### src/rtl/it_tracker.sv
module it_tracker (
  input  logic       clk,
  input  logic       rst_n,
  input  logic [3:0] nzcv_i,
  input  logic       it_load_i,
  input  logic [3:0] it_cond_i,
  input  logic [3:0] it_mask_i,
  input  logic       retire_i,
  input  logic       wide_i,
  input  logic       cmp_i,
  input  logic       branch_i,
  input  logic       restore_i,
  input  logic [7:0] restore_state_i,
  output logic       in_block_o,
  output logic       exec_o,
  output logic       flag_wr_ok_o,
  output logic       branch_err_o,
  output logic [7:0] state_o
);

  logic [7:0] st_q;
  logic [3:0] cur_cond;
  logic       active, last_slot, pass;
  logic [3:0] above, slot_bits;
  logic       fn, fz, fc, fv;

  assign {fn, fz, fc, fv} = nzcv_i;
  assign active    = st_q[3:0] != 4'b0;
  assign last_slot = st_q[2:0] == 3'b0;
  assign cur_cond  = {st_q[7:5], st_q[4]};

  always_comb begin
    case (cur_cond)
      4'd0:    pass = fz;
      4'd1:    pass = !fz;
      4'd2:    pass = fc;
      4'd3:    pass = !fc;
      4'd4:    pass = fn;
      4'd5:    pass = !fn;
      4'd6:    pass = fv;
      4'd7:    pass = !fv;
      4'd8:    pass = fc && !fz;
      4'd9:    pass = !fc || fz;
      4'd10:   pass = fn == fv;
      4'd11:   pass = fn != fv;
      4'd12:   pass = !fz && (fn == fv);
      4'd13:   pass = fz || (fn != fv);
      default: pass = 1'b1;
    endcase
  end

  // bits above the terminating one carry polarity relative to cond[0]
  assign above     = {|it_mask_i[2:0], |it_mask_i[1:0], it_mask_i[0], 1'b0};
  assign slot_bits = it_mask_i ^ ({4{it_cond_i[0]}} & above);

  always_ff @(posedge clk) begin
    if (!rst_n)
      st_q <= 8'h00;
    else if (restore_i)
      st_q <= restore_state_i;
    else if (it_load_i && it_mask_i != 4'b0)
      st_q <= {it_cond_i, slot_bits};
    else if (retire_i && active) begin
      if (last_slot || branch_i)
        st_q <= 8'h00;
      else
        st_q <= {st_q[7:5], st_q[3:0], 1'b0};
    end
  end

  assign state_o      = st_q;
  assign in_block_o   = active;
  assign exec_o       = !active || pass;
  assign flag_wr_ok_o = !active || wide_i || cmp_i;
  assign branch_err_o = retire_i && branch_i && active && !last_slot;

  p_reset_r1: assert property (@(posedge clk) !rst_n |=> state_o == 8'h00);

  p_outside_r2: assert property (@(posedge clk) disable iff (!rst_n)
    !in_block_o |-> exec_o && flag_wr_ok_o);

  p_empty_load_r5: assert property (@(posedge clk) disable iff (!rst_n)
    !restore_i && it_load_i && it_mask_i == 4'b0 && !in_block_o |=> !in_block_o);

  p_advance_r6: assert property (@(posedge clk) disable iff (!rst_n)
    in_block_o && retire_i && !branch_i && !restore_i && !it_load_i && state_o[2:0] != 3'b0
    |=> state_o == {$past(state_o[7:5]), $past(state_o[3:0]), 1'b0});

  p_end_r6: assert property (@(posedge clk) disable iff (!rst_n)
    in_block_o && retire_i && !restore_i && !it_load_i && state_o[2:0] == 3'b0
    |=> state_o == 8'h00);

  p_restore_r8: assert property (@(posedge clk) disable iff (!rst_n)
    restore_i |=> state_o == $past(restore_state_i));

  p_brerr_r9: assert property (@(posedge clk) disable iff (!rst_n)
    branch_err_o && !restore_i && !it_load_i |=> !in_block_o);

endmodule

### config.mk
export PLATFORM = sky130hd
export DESIGN_NAME = it_tracker
export DESIGN_NICKNAME = d
export VERILOG_FILES = /design/src/rtl/it_tracker.sv
export SDC_FILE = /design/constraint.sdc
export NUM_CORES = 1
export LEC_CHECK = 0
export ABC_CLOCK_PERIOD_IN_PS = 1450
export CORE_ASPECT_RATIO = 1.1
export CORE_UTILIZATION = 34
export DETAILED_ROUTE_END_ITERATION = 16
export PLACE_DENSITY_LB_ADDON = 0.2
export SLEW_MARGIN = 20
export SYNTH_ARGS = -nofsm -noshare
export SYNTH_HDL_FRONTEND = slang
export SYNTH_SLANG_ARGS = --single-unit
export TNS_END_PERCENT = 100
### constraint.sdc
create_clock -name clk -period 1.45 [get_ports clk]
set_input_delay 0.29 -clock clk [delete_from_list [all_inputs] [get_ports clk]]
set_output_delay 0.29 -clock clk [all_outputs]
set_load 0.01 [all_outputs]
==> results_dict.tcl <==
set metrics [dict create \
    die_h_um 50.6 \
    ys.flop_type "dfxtp_1" \
    die_width_um 46.2 \
    syn_area_um2 729 \
    final_hold_viol_count 0 \
    syn_nets 119 \
    fin_nets 194 \
    grt_pass1_wl_um 3920 \
    avgSynthCellArea_um2 8.02 \
    grt_use_total_pct 22.8 \
    status "complete, but fails checks" \
    cp.arrival_ns 1.69 \
    end_kind "output pin" \
    final_area_mm2 0.00145 \
    htree_levels 1 \
    start_util_pct 36.1 \
    post_dp_cell_area_mm2 0.00138 \
    hold_path_class "input pin to register" \
    crit_required_ns 1.16 \
    path_class "register to output pin" \
    place_congestion 0.837 \
    worst_setup_path_start_kind "register" \
    drt_iter0_drc 14 \
    setup_viol 4 \
    finish.utilization_pct 72.0 \
    synth_edf_count 0 \
    final.setup.worst_slack_ns -0.529 \
    yosysUniqueCellTypes 39 \
    vias 979 \
    synth_seq_area_share_pct 22.0 \
    synth_cells 91 \
    gr-total-overflow 0 \
    p_leak_nw 0.675 \
    fin_crit_ns 1.98 \
    drv_slew 0 \
    drc 0 \
    numPortBuffers 39 \
    cts_inserted_buffers 3 \
    timing.fmax_ghz 0.505 \
    violations "negative setup slack" \
    drive_above_1_share_pct 35.8 \
    holdPathEnd "state_o[4]" \
    p_per_area_mw_per_mm2 609 \
    worstReg2RegStart "state_o[3]" \
    worstPathMaxFanout 2 \
    cts_tree "yes" \
    antenna_found_initial 0 \
    async_flop_share_pct 0 \
    tightest_slew_ns 0.308 \
    ys_seq_elements 8 \
    areaGrowthSynthToFinish_pct 99.3 \
    core_mm2 0.00202 \
    max-cap-violations 0 \
    busiest_layer "met2" \
    wl_per_cell_um 12.0 \
    dp_hpwl_um 1860 \
    io_pins 40 \
    grt_pass1_vias 987 \
    worst_r2r_endpoint "state_o[2]" \
    clock_sinks 8 \
    period_share_pct 137 \
    antenna_cells 0 \
    rrSetupSlack_ns 0.06 \
    largest_reg_flops 8 \
    skew_ns 0.00362 \
    grt_max_degree 10 \
    min_delay_path_depth 5 \
    synth_warnings 0 \
    hp-start "it_load_i" \
    wirelength_um 2320 \
    die_area_mm2 0.00234 \
    vias_per_cell 5.07 \
    relSlewSlack_pct 79.4 \
    ant_nets 0 \
    globalRouteMet2Util_pct 40.1 \
    root_buffer "clkbuf_4" \
    hold_ws_ns 0.598 \
    place_ws_ns -1.00 \
    detail_route.first_pass.iterations 4 \
    clkTransAtPathRegs_ns 0.05 \
    rsz0062_at_grt "yes" \
    num_rows 17 \
    ir_worst_vdd_v 0.000392 \
    r2r_cells 4 \
    grtUsageMet3_pct 2.16 \
    clk-insertion-delay-late_ns 0.26 \
    grtUsageMet1_pct 25.3 \
    clock_tree.buffer_depth 2 \
    fillers 161 \
    fin_setup_tns_ns -1.15 \
]
cells by family (layout without fill, tap and decap cells):
| family | count (synthesis) | after routing | share of synthesized area [%] |
|---|---|---|---|
| DFF | 8 | 8 | 22.0 |
| xor gates and xnor gates | 6 | 6 | 7.21 |
| and+or+nand+nor | 37 | 37 | 26.2 |
| buffers and inverters | 6 | 80 | 3.26 |
| muxes | 2 | 2 | 4.46 |
| AOI/OAI and AO/OA | 32 | 32 | 36.9 |
worst max path at each step:
stage	cells past startpoint	slack, ns	startpoint	to
after floorplan	4	-0.11	state_o[5]	exec_o
after global placement	6	-0.95	nzcv_i[0]	exec_o
after detailed placement	6	-1.00	nzcv_i[0]	exec_o
after CTS	5	-0.57	state_o[5]	exec_o
after global routing	5	-0.60	state_o[5]	exec_o
final	5	-0.53	state_o[5]	exec_o
cell usage in the layout, fill, tap and decap left out, types with 2 or more instances in the layout:
| cell | instances |
|---|---|
| a211oi_1 | 2 |
| a41o_1 | 2 |
| and3_1 | 3 |
| buf_4 | 32 |
| buf_6 | 4 |
| clkbuf_4 | 3 |
| clkdlybuf4s50_1 | 18 |
| dfxtp_1 | 3 |
| dfxtp_2 | 4 |
| dlygate4sd2_1 | 16 |
| inv_1 | 4 |
| nand2_1 | 13 |
| nand2b_1 | 5 |
| nor2_1 | 3 |
| nor2b_1 | 2 |
| nor3_1 | 2 |
| o211ai_1 | 3 |
| o21a_1 | 3 |
| o21ai_0 | 2 |
| o21ai_1 | 5 |
| o221ai_1 | 2 |
| o22ai_1 | 2 |
| xnor2_1 | 2 |
| xor2_1 | 3 |
worst max-delay path, stage by stage (launching register included):
cell and delay [ns]:
dfxtp_4 0.35, mux4_2 0.52, xnor2_2 0.15, o221ai_1 0.15, o211ai_1 0.10, buf_2 0.15
area by class of cell:
type	count	area [µm²]	area share, %
Clock buffer	4	26.3	1.81
Inverter	4	15.0	1.03
Multi-Input combinational cell	77	586	40.3
Sequential cell	8	169	11.6
Tap cell	28	35.0	2.41
Timing Repair Buffer	72	623	42.9
power breakdown:
part	leakage, nW	internal, mW	switching, mW	total (mW)
logic	0.591	0.264	0.184	0.448
clock network	0.0150	0.106	0.0804	0.186
registers	0.0682	0.239	0.0122	0.251
what timing repair did:
action	CTS	global route
pin swaps	5	8
hold buffers	0	0
endpoints found under the hold margin	0	0
buffers inserted	1	2
resized for setup	39	10
endpoints found under the setup margin	20	10
through the flow:
stage                     power, mW  std cells
after global placement        0.674        187
final                         0.885        193
after global routing          0.947        193
after floorplan               0.420         91
after CTS                     0.857        192
after detailed placement      0.682        187
routing by layer:
layer / part of all wire, % / up-vias
met5: 0 / -
met4: 2.5 / 0
met3: 3.2 / 6
met2: 54 / 35
met1: 40 / 445
li1: - / 493
Yosys cell counts (2+ instances only):
master    number  area share [%]
o211ai_1       3             3.1
nor2b_1        2             1.7
xnor2_1        3             3.6
o21a_1         3             3.1
o21ai_1        4             2.7
xor2_1         3             3.6
nor3_1         2             1.4
a41o_1         2             2.7
a211oi_1       2             2.1
and3_1         4             3.4
o22ai_1        2             1.7
nor2_1         3             1.5
o21ai_0        3             2.1
inv_1          4             2.1
dfxtp_1        8              22
nand2b_1       5             4.3
o41ai_2        2             4.5
nand2_1       14             7.2
o221ai_1       2             2.4
Power figures use the tool's default switching activity.
